`config.mk`:
```
export PLATFORM = sky130hd
export DESIGN_NAME = wdog_twostage
export DESIGN_NICKNAME = d
export VERILOG_FILES = /design/src/rtl/wdog_pkg.sv /design/src/rtl/wdog_regs.sv /design/src/rtl/wdog_timer.sv /design/src/rtl/wdog_twostage.sv
export SDC_FILE = /design/constraint.sdc
export NUM_CORES = 1
export LEC_CHECK = 0
export ABC_AREA = 1
export BUFFER_PORTS_ARGS = -buffer_cell sky130_fd_sc_hd__clkbuf_2
export CELL_PAD_IN_SITES_DETAIL_PLACEMENT = 0
export CELL_PAD_IN_SITES_GLOBAL_PLACEMENT = 1
export CORE_ASPECT_RATIO = 2
export CORE_MARGIN = 4
export CORE_UTILIZATION = 45
export DETAILED_ROUTE_END_ITERATION = 12
export PLACE_DENSITY = 0.88
export SLEW_MARGIN = 20
export SYNTH_ARGS = -nofsm -noshare
export SYNTH_HDL_FRONTEND = slang
export SYNTH_SLANG_ARGS = --single-unit
```
`constraint.sdc`:
```
create_clock -name clk -period 8.32 [get_ports clk]
set_clock_uncertainty 0.15 [all_clocks]
set_input_delay 1.664 -clock clk [delete_from_list [all_inputs] [get_ports clk]]
set_output_delay 1.664 -clock clk [all_outputs]
set_load 0.02 [all_outputs]
```
`src/rtl/wdog_pkg.sv`:
```
package wdog_pkg;
  localparam int CNT_W  = 64;
  localparam int DATA_W = 32;

  // control frame word indices
  localparam logic [2:0] ADR_CTRL   = 3'd0;
  localparam logic [2:0] ADR_OFS_LO = 3'd1;
  localparam logic [2:0] ADR_OFS_HI = 3'd2;
  localparam logic [2:0] ADR_CMP_LO = 3'd3;
  localparam logic [2:0] ADR_CMP_HI = 3'd4;

  // control word bit positions
  localparam int BIT_EN  = 0;
  localparam int BIT_WS0 = 1;
  localparam int BIT_WS1 = 2;
endpackage

```
`src/rtl/wdog_regs.sv`:
```
module wdog_regs
  import wdog_pkg::*;
#(
  parameter int OFS_W  = 48,
  parameter int ADDR_W = 3
) (
  input  logic                clk,
  input  logic                rst,
  input  logic                ctl_sel,
  input  logic                rf_sel,
  input  logic                wr_en,
  input  logic                rd_en,
  input  logic [ADDR_W-1:0]   addr,
  input  logic [DATA_W-1:0]   wdata,
  input  logic [CNT_W-1:0]    cmp_i,
  input  logic                ws0_i,
  input  logic                ws1_i,
  output logic                en_nxt_o,
  output logic [OFS_W-1:0]    ofs_nxt_o,
  output logic                reload_o,
  output logic [DATA_W-1:0]   rdata_o
);
  localparam int HI_W = (OFS_W > 32) ? OFS_W - 32 : 1;

  logic              en_q;
  logic [OFS_W-1:0]  ofs_q;
  logic [DATA_W-1:0] rdata_q;
  logic              ctl_wr;
  logic              rf_wr;
  logic              lo_hit;
  logic              hi_hit;
  logic [31:0]       lo_nxt;
  logic [DATA_W-1:0] hi_rd;
  logic              en_nxt;

  assign ctl_wr = ctl_sel & wr_en;
  assign rf_wr  = rf_sel & wr_en;
  assign lo_hit = ctl_wr && (addr == ADDR_W'(ADR_OFS_LO));
  assign lo_nxt = lo_hit ? wdata : ofs_q[31:0];

  generate
    if (OFS_W > 32) begin : g_wide
      logic [HI_W-1:0] hi_nxt;
      assign hi_hit    = ctl_wr && (addr == ADDR_W'(ADR_OFS_HI));
      assign hi_nxt    = hi_hit ? wdata[HI_W-1:0] : ofs_q[OFS_W-1:32];
      assign ofs_nxt_o = {hi_nxt, lo_nxt};
      assign hi_rd     = {{(DATA_W-HI_W){1'b0}}, ofs_q[OFS_W-1:32]};
    end else begin : g_narrow
      assign hi_hit    = 1'b0;
      assign ofs_nxt_o = lo_nxt;
      assign hi_rd     = '0;
    end
  endgenerate

  assign en_nxt   = (ctl_wr && (addr == ADDR_W'(ADR_CTRL))) ? wdata[BIT_EN] : en_q;
  assign en_nxt_o = en_nxt;
  assign reload_o = rf_wr | (en_q & (lo_hit | hi_hit)) | (en_nxt & ~en_q);

  always_ff @(posedge clk) begin
    if (rst) begin
      en_q  <= 1'b0;
      ofs_q <= '0;
    end else begin
      en_q  <= en_nxt;
      ofs_q <= ofs_nxt_o;
    end
  end

  always_ff @(posedge clk) begin
    if (rst) begin
      rdata_q <= '0;
    end else if (rd_en && ctl_sel) begin
      case (addr)
        ADDR_W'(ADR_CTRL):   rdata_q <= {{(DATA_W-3){1'b0}}, ws1_i, ws0_i, en_q};
        ADDR_W'(ADR_OFS_LO): rdata_q <= ofs_q[31:0];
        ADDR_W'(ADR_OFS_HI): rdata_q <= hi_rd;
        ADDR_W'(ADR_CMP_LO): rdata_q <= cmp_i[31:0];
        ADDR_W'(ADR_CMP_HI): rdata_q <= cmp_i[CNT_W-1:32];
        default:             rdata_q <= '0;
      endcase
    end else begin
      rdata_q <= '0;
    end
  end

  assign rdata_o = rdata_q;


  idle_rdata_chk: assert property (@(posedge clk) disable iff (rst)
    !rd_en |=> rdata_o == '0);
endmodule

```
`src/rtl/wdog_timer.sv`:
```
module wdog_timer
  import wdog_pkg::*;
#(
  parameter int OFS_W = 48
) (
  input  logic             clk,
  input  logic             rst,
  input  logic             en,
  input  logic             reload,
  input  logic [OFS_W-1:0] ofs,
  input  logic [CNT_W-1:0] sys_cnt,
  output logic [CNT_W-1:0] cmp_o,
  output logic             ws0_o,
  output logic             ws1_o,
  output logic             rst_req_o
);
  logic [CNT_W-1:0] cmp_q;
  logic [CNT_W-1:0] cmp_nxt;
  logic             ws0_q, ws1_q, rreq_q;
  logic             hit;

  assign cmp_nxt = sys_cnt + CNT_W'(ofs);
  assign hit     = sys_cnt >= cmp_q;

  always_ff @(posedge clk) begin
    if (rst) begin
      cmp_q  <= '0;
      ws0_q  <= 1'b0;
      ws1_q  <= 1'b0;
      rreq_q <= 1'b0;
    end else if (!en) begin
      ws0_q  <= 1'b0;
      ws1_q  <= 1'b0;
      rreq_q <= 1'b0;
    end else if (reload) begin
      cmp_q <= cmp_nxt;
      ws0_q <= 1'b0;
      ws1_q <= 1'b0;
    end else if (hit && !ws0_q) begin
      ws0_q <= 1'b1;
      cmp_q <= cmp_nxt;
    end else if (hit && !ws1_q) begin
      ws1_q  <= 1'b1;
      rreq_q <= 1'b1;
    end
  end

  assign cmp_o     = cmp_q;
  assign ws0_o     = ws0_q;
  assign ws1_o     = ws1_q;
  assign rst_req_o = rreq_q;


  stage1_cause_chk: assert property (@(posedge clk) disable iff (rst)
    $rose(ws0_q) |-> $past(en) && $past(hit));

  stage2_order_chk: assert property (@(posedge clk) disable iff (rst)
    $rose(ws1_q) |-> $past(ws0_q));

  refresh_clear_chk: assert property (@(posedge clk) disable iff (rst)
    (reload && en) |=> !ws0_q && !ws1_q);

  rreq_hold_chk: assert property (@(posedge clk) disable iff (rst)
    (rreq_q && en) |=> rreq_q);

  disable_clear_chk: assert property (@(posedge clk) disable iff (rst)
    !en |=> !ws0_q && !ws1_q && !rreq_q);
endmodule

```
`src/rtl/wdog_twostage.sv`:
```
module wdog_twostage
  import wdog_pkg::*;
#(
  parameter int OFS_W  = 48,
  parameter int ADDR_W = 3
) (
  input  logic              clk,
  input  logic              rst,
  input  logic              ctl_sel,
  input  logic              rf_sel,
  input  logic              wr_en,
  input  logic              rd_en,
  input  logic [ADDR_W-1:0] addr,
  input  logic [31:0]       wdata,
  output logic [31:0]       rdata,
  input  logic [63:0]       sys_cnt,
  output logic              irq_o,
  output logic              rst_req_o
);
  logic             en_nxt;
  logic             reload;
  logic [OFS_W-1:0] ofs_nxt;
  logic [CNT_W-1:0] cmp;
  logic             ws0, ws1;

  wdog_regs #(.OFS_W(OFS_W), .ADDR_W(ADDR_W)) u_regs (
    .clk(clk), .rst(rst), .ctl_sel(ctl_sel), .rf_sel(rf_sel),
    .wr_en(wr_en), .rd_en(rd_en), .addr(addr), .wdata(wdata),
    .cmp_i(cmp), .ws0_i(ws0), .ws1_i(ws1),
    .en_nxt_o(en_nxt), .ofs_nxt_o(ofs_nxt), .reload_o(reload),
    .rdata_o(rdata)
  );

  wdog_timer #(.OFS_W(OFS_W)) u_timer (
    .clk(clk), .rst(rst), .en(en_nxt), .reload(reload), .ofs(ofs_nxt),
    .sys_cnt(sys_cnt), .cmp_o(cmp), .ws0_o(ws0), .ws1_o(ws1),
    .rst_req_o(rst_req_o)
  );

  assign irq_o = ws0;
endmodule

```
== Word level (Yosys, flattened, before mapping) ==
Cells that the tools add are included.
Cells by class
  reduce and logical (&&, ||, !) cells: 16
  magnitude comparators: 1
  mux-type cells: 6
  add/subtract/negate cells: 1
  bitwise operators: 12
  eq/ne operators: 4
Operators with widths (count)
  32-bit one-hot mux with 5 select lines: 1
  64-bit two-way mux: 2
  64-bit by 48-bit adder with 64-bit output: 1
  64-bit >= comparator: 1
  32-bit two-way mux: 1
  16-bit two-way mux: 1
  3-bit by 2-bit == test with 1-bit output, second input constant: 2
  1-bit logical AND: 6
  1-bit NOT: 5
  1-bit AND: 4
  2-bit AND reduction: 2
  2-bit OR reduction: 2
  3-bit by 1-bit == test with 1-bit output, second input constant: 1
  3-bit == test, second input constant: 1
  3-bit zero test: 1
  1-bit OR: 3
  3-bit AND reduction: 1
  3-bit OR reduction: 1
  1-bit zero test: 2
  2-bit nonzero test: 1
  1-bit two-way mux: 1
Word-level totals
  register bits after elaboration: 148
  output and inout bits: 34

== Depth between registers and ports, before layout ==
Gate-level depths: netlist of the first run.
  depth after elaboration: 8
  mapped depth: 27
  depth with buffers taken out: 25

== Hierarchy ==
A second synthesis of the first run with hierarchy kept.
Unflattened totals
  cells, all modules: 2255
  area, all modules: 13111.3 um^2
By module, submodules not included
  wdog_timer: cells each 1723, instances 1, area an instance 9452.8 um^2
  wdog_regs: cells each 532, instances 1, area an instance 3658.5 um^2

== Least setup slack after synthesis of the first run ==
OpenSTA, ideal clock, no wires.
  kind: input -> register
  start: in addr[2]
  end: reg u_timer.cmp_q[62], in the netlist u_timer.cmp_o[62]
  path slack: 3.687 ns
  data required time: 8.055 ns
  stages on the path: 26
  buffers on the path: 2
  arrival time: 4.368 ns
  setup time: 0.115 ns
  cell sequence: nor3_4 > nand2_1 > buf_2 > buf_1 > nand2_1 > inv_1 > a21oi_1 > ha_1 > inv_1 > fa_1 > inv_1 > nand3_1 > nand3_1 > nand2_1 > nand2_1 > nand2_1 > nand2_1 > nand2_1 > nand2_1 > nand2_1 > nand2_1 > nand2_1 > nand2_1 > nand3_1 > nand2_1 > nor2_1
On the way
  elaborated cells between the ends (all ways): 19
  those cells by class: add/sub (1); eq/ne (2); mux (5); bitwise (5); reduce/logical (6)
RTL lines
  from (decl): RTL line wdog_twostage.sv:13  | input logic [ADDR_W-1:0] addr,
  3-bit by 1-bit == test with 1-bit output *: RTL line wdog_regs.sv:38  | assign lo_hit = ctl_wr && (addr == ADDR_W'(ADR_OFS_LO));
  1-bit logical AND *: RTL line wdog_regs.sv:38
  32-bit two-way mux *: RTL line wdog_regs.sv:39  | assign lo_nxt = lo_hit ? wdata : ofs_q[31:0];
  net ofs_nxt[0]: RTL line wdog_twostage.sv:22  | logic [OFS_W-1:0] ofs_nxt;
  64-bit by 48-bit adder with 64-bit output *: RTL line wdog_timer.sv:22  | assign cmp_nxt = sys_cnt + CNT_W'(ofs);
  64-bit two-way mux: RTL line wdog_timer.sv:39  | end else if (hit && !ws0_q) begin
  64-bit two-way mux *: RTL line wdog_timer.sv:35  | end else if (reload) begin
  to (signal assigned): RTL line wdog_timer.sv:36  | cmp_q <= cmp_nxt;
  to (signal assigned): RTL line wdog_timer.sv:41  | cmp_q <= cmp_nxt;
  to (decl): RTL line wdog_timer.sv:17  | logic [CNT_W-1:0] cmp_q;
Mark *: on every way through the listed nets, which the timed path passes. The rest lies on a longest branch. The select of a mux whose other input is x is not followed.
A chain may end at the register's enable or synchronous reset.

== Worst setup path in the final report of the first run ==
  start: in addr[2]
  end: reg u_timer.cmp_q[63], in the netlist u_timer.cmp_o[63]
Same word-level chain as after synthesis.

==> flow_metrics.tcl, run 1 <==
set metrics [dict create \
    cts_tree "built" \
    drive_gt1_share_pct 8.87 \
    viasPerCell 5.37 \
    worst_slew_margin_rel_pct 29.5 \
    worstHoldPathType "reg -> reg" \
    p_int_mw 1.28 \
    holdBufCountCts 0 \
    syn_area_mm2 0.0131 \
    antenna-diode-count 0 \
    max_cap_viol_count 0 \
    grt_util_all_layers_pct 35.9 \
    ant_nets 0 \
    grt_max_degree 66 \
    cts-buffers-inserted 17 \
    dr.first_iter.drc_count 942 \
    clk_latency_ns 0.47 \
    period_needed_ns 6.49 \
    post_cts_buffers 0 \
    cp_slowest_stage_delay_ns 0.84 \
    min_period_over_period_pct 78.0 \
    cts_sinks 148 \
    p_sw_share_pct 35.0 \
    grtUsageMet3_pct 4.76 \
    grt_remaining_overflow 0 \
    yosysMostFrequentCell "nand2_1" \
    grt_pass1_wl_um 85200 \
    antenna_found_initial 0 \
    drtPass1Iterations 5 \
    vdd.ir_drop.worst_mv 0.146 \
    critPathRequiredTime_ns 8.53 \
    synth_area_leaders "dfxtp_1 (23%), nand2_1 (19%), inv_1 (12%), ha_1 (11%), nor2_1 (7.1%)" \
    critPathMaxFanout 48 \
    power_frac_comb_pct 21.5 \
    synthCells 2215 \
    grt_pass1_vias 14500 \
    netlist-cell-type-count 37 \
    cts.clk_slew.worst_paths_ns 0.07 \
    dp_hpwl_um 47000 \
    max_freq_mhz 154 \
    cts_buffer_depth 2 \
    syn_area_per_cell_um2 5.89 \
    wl_um 57600 \
    synth_warnings 0 \
    nets 2544 \
    ctsResizeCount 0 \
    synth_top_area_share_pct 22.7 \
    p_seq_share_pct 37.0 \
    core_mm2 0.0287 \
    initial_utilization_pct 45.4 \
    die_area_mm2 0.0320 \
    htree_levels 4 \
    p_sw_mw 0.689 \
    num_vias 14500 \
    fp-row-count 88 \
    hold_viol_final 0 \
    leakage_nw 7.57 \
    worst_pin_slew_ns 1.05 \
    drc 0 \
    synth.cells.most_frequent "nand2_1 (663), inv_1 (429), nor2_1 (246), a21oi_1 (166), dfxtp_1 (148)" \
    ys.flop_type "dfxtp_1" \
    start_kind "input port" \
    crit_path_top_delay_cell "inv_2" \
    grtUsageMet1_pct 33.4 \
    seq_area_frac_synth_pct 22.7 \
    gr-usage-met2_pct 65.5 \
    busiest_layer "met2" \
    setup_viol 0 \
    power_per_cell_area_mw_per_mm2 135 \
    synth_edf_count 0 \
    cp.arrival_ns 6.70 \
    synth_seq_cells 148 \
    cp-end-kind "register" \
    gp_congestion 1.03 \
    status "finished clean" \
    root_buffer "clkbuf_16" \
    fp.dieH_um 249 \
    utilization_pct 50.6 \
    async_flop_share_pct 0 \
    syn-num-nets 2439 \
    slew_violations 0 \
    io_pins 139 \
    yosys.area.top_type "dfxtp_1" \
    wire_per_inst_um 21.4 \
    path_class "in -> reg" \
    rsz0062_at_grt "no" \
    timing.critical_path.mode_cell "nand2_1" \
    die_width_um 128 \
    port_buffers 138 \
    fin_tns_setup_ns 0 \
    area_delta_synth_final_pct 11.4 \
    power_frac_clock_pct 41.5 \
]
per-stage QoR:
| step | total power, mW | cell area [um^2] | worst slack [ns] | cells | hold WS (ns) |
|---|---|---|---|---|---|
| final | 1.97 | 14500 | 1.83 | 2693 | 0.302 |
| after global placement | 1.16 | 14000 | 1.46 | 2661 | 0.290 |
| after floorplan | 1.01 | 13100 | 3.69 | 2215 | 0.302 |
| after CTS | 1.97 | 14500 | 2.02 | 2693 | 0.301 |
| after global routing | 2.04 | 14500 | 1.51 | 2693 | 0.339 |
| after detailed placement | 1.16 | 14000 | 1.51 | 2661 | 0.290 |
power by group through the flow:
stage / registers [mW] / clock network [mW] / logic (mW)
floorplan: 0.742 / 0 / 0.263
global placement: 0.743 / 0 / 0.414
detailed placement: 0.743 / 0 / 0.415
CTS: 0.727 / 0.825 / 0.418
global route: 0.728 / 0.845 / 0.463
finish: 0.727 / 0.815 / 0.423
cell type report:
| type | count | area (um^2) |
|---|---|---|
| clock buffers | 18 | 429 |
| clock inverters | 14 | 154 |
| fillers | 3135 | 14200 |
| inverters | 432 | 1620 |
| multi-input cells | 1572 | 8130 |
| flip-flops and latches | 148 | 2960 |
| well taps | 360 | 450 |
| repair buffers | 149 | 786 |
flip-flops by register name, indices dropped and copies added (netlist names):
register,cells
u_timer.cmp_o,64
u_regs.ofs_q,48
u_regs.rdata_o,32
u_regs.en_q,1
u_timer.rst_req_o,1
u_timer.ws0_o,1
u_timer.ws1_o,1
layout by cell type, fill, tap and decap left out, types with 2 or more instances in the layout:
cell type  instances
ha_1             118
buf_4             10
nor3_1            22
o22ai_1           25
inv_2              5
nand3_1          117
a221oi_1          15
nor2_1           246
dfxtp_1          148
a21oi_1          166
a211oi_1          32
a21boi_0           2
nor4_1             4
xnor2_1           33
xor2_1             2
nand4_1           20
inv_1            427
nand2_1          663
o21ai_0           45
o21a_1             4
and2_1             5
clkbuf_16         17
nand3b_1          17
or2_2             16
o221ai_1           8
inv_6              4
o21bai_1           3
clkbuf_2         138
inv_8              6
nor3_4             2
final timing paths:
kind                           from           endpoint  slack, ns  cells after the start
setup / recovery            addr[2]  u_timer.cmp_o[63]       1.83                     25
hold reg to reg   u_timer.rst_req_o  u_timer.rst_req_o       0.30                      2
setup reg to reg  u_timer.cmp_o[47]  u_timer.cmp_o[55]       4.25                     16
hold / removal    u_timer.rst_req_o  u_timer.rst_req_o       0.30                      2
critical path: cells and delay by family:
kind	cells	cell delay, ns
compound gates	1	0.27
fa+ha+maj	1	0.29
buf+inv	6	1.72
simple gates	17	2.68
metal layers:
layer  vias up  share of wire (%)
met3       214                4.2
met4         0                 11
met2       539                 52
li1       7177                  -
met5         -                  0
met1      6540                 33
cell families (layout without fill, tap and decap cells):
logic type                 Yosys count  count (layout)  synth area share (%)
and+or+nand+nor                   1115            1115                  35.0
buffers and inverters              495             613                  15.1
AOI/OAI and AO/OA                  303             303                  13.4
DFF                                148             148                  22.7
adders and majority gates          119             119                  11.5
xor gates and xnor gates            35              35                  2.35
Note: power is estimated with default switching activity, not from simulation.
==> inputs of run 2 (changes only) <==
--- a/config.mk
+++ b/config.mk
@@ -5,15 +5,15 @@
 export SDC_FILE = /design/constraint.sdc
 export NUM_CORES = 1
 export LEC_CHECK = 0
-export ABC_AREA = 1
+export ABC_AREA = 0
 export BUFFER_PORTS_ARGS = -buffer_cell sky130_fd_sc_hd__clkbuf_2
 export CELL_PAD_IN_SITES_DETAIL_PLACEMENT = 0
 export CELL_PAD_IN_SITES_GLOBAL_PLACEMENT = 1
 export CORE_ASPECT_RATIO = 2
 export CORE_MARGIN = 4
-export CORE_UTILIZATION = 45
+export CORE_UTILIZATION = 40
 export DETAILED_ROUTE_END_ITERATION = 12
-export PLACE_DENSITY = 0.88
+export PLACE_DENSITY = 0.79
 export SLEW_MARGIN = 20
 export SYNTH_ARGS = -nofsm -noshare
 export SYNTH_HDL_FRONTEND = slang
==> constraint.sdc (replaced) <==
create_clock -name clk -period 5.9 [get_ports clk]
set_clock_uncertainty 0.15 [all_clocks]
set_input_delay 1.18 -clock clk [delete_from_list [all_inputs] [get_ports clk]]
set_output_delay 1.18 -clock clk [all_outputs]
set_load 0.02 [all_outputs]
==> run 2 against run 1 <==
Compared with the run above: global-route usage fell by 11 points; non-clock buffer count up 10; total power is 28% higher; via count fell by 31%; utilization decreased by 3.8 points.
==> flow_metrics.tcl, run 2 <==
set metrics [dict create \
    vdd.ir_drop.worst_mv 0.209 \
    grt_max_degree 85 \
    antenna-diode-count 0 \
    fill_cells 2727 \
    wl_um 36000 \
    period_needed_ns 5.19 \
    critPathMaxFanout 33 \
    synth_top_area_share_pct 27.8 \
    cp-end-kind "register" \
    cts-buffers-inserted 17 \
    status "finished clean" \
    cts_sinks 148 \
    drive_gt1_share_pct 17.8 \
    max_cap_viol_count 0 \
    grtUsageMet1_pct 25.3 \
    synth_area_leaders "dfxtp_1 (28%), ha_1 (14%), nor2_1 (6.7%), a21oi_1 (6.5%), mux2_2 (5.2%)" \
    grt_util_all_layers_pct 24.7 \
    ant_nets 0 \
    post_cts_buffers 0 \
    worstHoldPathType "reg -> reg" \
    fp-row-count 84 \
    fin_ws_ns 0.714 \
    nets 1658 \
    worst_pin_slew_ns 1.05 \
    viasPerCell 5.58 \
    critPathRequiredTime_ns 6.10 \
    io_pins 139 \
    antenna_found_initial 0 \
    p_sw_share_pct 28.4 \
    placed_cell_area_mm2 0.0117 \
    die_area_mm2 0.0294 \
    power_per_cell_area_mw_per_mm2 205 \
    cts_tree "built" \
    busiest_layer "met2" \
    start_kind "input port" \
    clk_latency_ns 0.44 \
    path_class "in -> reg" \
    port_buffers 138 \
    layout_common_cells "nor2_1 (191), dfxtp_1 (148), a21oi_1 (138), clkbuf_2 (138), ha_1 (118)" \
    grtUsageMet3_pct 2.98 \
    p_seq_share_pct 40.7 \
    drtPass1Iterations 5 \
    synthCells 1319 \
    largest_register_ffs 64 \
    power_frac_clock_pct 43.1 \
    cts.clk_slew.worst_paths_ns 0.06 \
    p_sw_mw 0.715 \
    mostFrequentLayoutCell "nor2_1" \
    holdBufCountCts 0 \
    htree_levels 4 \
    num_vias 9985 \
    cts_buffer_depth 2 \
    drc 0 \
    gr-usage-met2_pct 46.9 \
    syn-num-nets 1543 \
    synth.cells.most_frequent "nor2_1 (191), dfxtp_1 (148), a21oi_1 (138), ha_1 (118), inv_1 (88)" \
    gp_congestion 0.950 \
    p_int_mw 1.80 \
    synth_fa_ha_area_share_pct 14.1 \
    ctsResizeCount 0 \
    area_delta_synth_final_pct 15.5 \
    max_freq_mhz 193 \
    grt_pass1_wl_um 54700 \
    min_period_over_period_pct 87.9 \
    hold_viol_final 0 \
    syn_area_per_cell_um2 8.07 \
    synth_edf_count 0 \
    yosys.area.top_type "dfxtp_1" \
    dp_worst_setup_slack_ns 0.248 \
    syn_area_mm2 0.0106 \
    rsz0062_at_grt "no" \
    synth_warnings 0 \
    setup_viol 0 \
    core_mm2 0.0263 \
    synth-xor-area-share_pct 3.87 \
    grt_pass1_vias 10200 \
    die_width_um 123 \
    netlist-cell-type-count 76 \
    fin_tns_setup_ns 0 \
    slew_violations 0 \
    leakage_nw 5.20 \
    grt_remaining_overflow 0 \
    seq_area_frac_synth_pct 27.8 \
    dp_hpwl_um 29200 \
    synth_compound_area_share_pct 23.1 \
    async_flop_share_pct 0 \
    synth_seq_cells 148 \
    cp.arrival_ns 5.39 \
    yosysMostFrequentCell "nor2_1" \
    root_buffer "clkbuf_16" \
    synth_simple_gate_area_share_pct 18.4 \
    dr.first_iter.drc_count 547 \
    final_area_mm2 0.0123 \
    initial_utilization_pct 40.5 \
    ys.flop_type "dfxtp_1" \
    fp.dieH_um 239 \
    synth_top_family_by_area "compound AO/OA/AOI/OAI gates" \
    synth_mux_area_share_pct 7.35 \
    power_frac_comb_pct 16.2 \
    worst_slew_margin_rel_pct 29.8 \
    wire_per_inst_um 20.1 \
]
run 2: changes by cell type after synthesis, moves of 44 or more:
cell,delta
and2_1,+44
inv_1,-341
mux2_2,+49
nand2_1,-595
nand3_1,-96
nor2_1,-55
run 2: layout make-up:
cell class                 instances  area [um^2]  share of cell area [%]
clock inverter                    11          126                    1.03
tap                              344          430                    3.50
sequential                       148         2960                    24.1
multi-input combinational       1020         7120                    57.9
inverter                          88          330                    2.69
timing repair buffer             159          886                    7.20
clock buffer                      20          447                    3.63
run 2: power groups by stage:
stage	sequential (mW)	clock, mW	combinational (mW)
floorplan	1.04	0	0.253
global route	1.02	1.15	0.450
CTS	1.02	1.10	0.408
detailed placement	1.05	0	0.405
global placement	1.05	0	0.403
finish	1.02	1.08	0.408
run 2: stage by stage:
step                total power [mW]  hold WS, ns  cells  util, %
floorplan                       1.29        0.304   1319        -
CTS                             2.53        0.325   1790     46.8
detailed placement              1.45        0.310   1759     44.6
finish                          2.52        0.318   1790     46.8
global route                    2.62        0.347   1790     46.8
global placement                1.45        0.301   1759     44.6
run 2: kinds of logic after synthesis:
kind of cell,after synthesis
AOI/OAI and AO/OA,367
xor gates and xnor gates,47
adders and majority gates,119
buffers and inverters,151
DFF,148
muxes,72
and+or+nand+nor,415
run 2: worst max-delay path, stage by stage:
cell,delay (ns)
clkbuf_2,0.16
nand2b_1,0.10
nor3_2,0.24
buf_12,0.26
mux2_2,0.21
ha_1,0.19
inv_1,0.06
fa_1,0.41
and2b_1,0.23
o2111ai_1,0.17
a21o_1,0.26
a21oi_4,0.24
o31ai_4,0.11
o21ai_2,0.32
a31oi_2,0.36
or4_1,0.59
a311oi_1,0.25
run 2: path summary, 6_finish.rpt:
path	startpoint	end	slack, ns	cells after the start
worst max register to register	u_regs.ofs_q[0]	u_timer.cmp_o[60]	1.96	13
worst max-delay path	addr[0]	u_timer.cmp_o[60]	0.71	17
worst min register to register	u_timer.rst_req_o	u_timer.rst_req_o	0.32	1
worst min-delay path	u_timer.rst_req_o	u_timer.rst_req_o	0.32	1
run 2: per-layer routing:
layer	up-vias	wire length, um
met5	-	0
met4	0	2050
met3	89	1240
met2	259	19500
met1	4701	13200
li1	4936	-
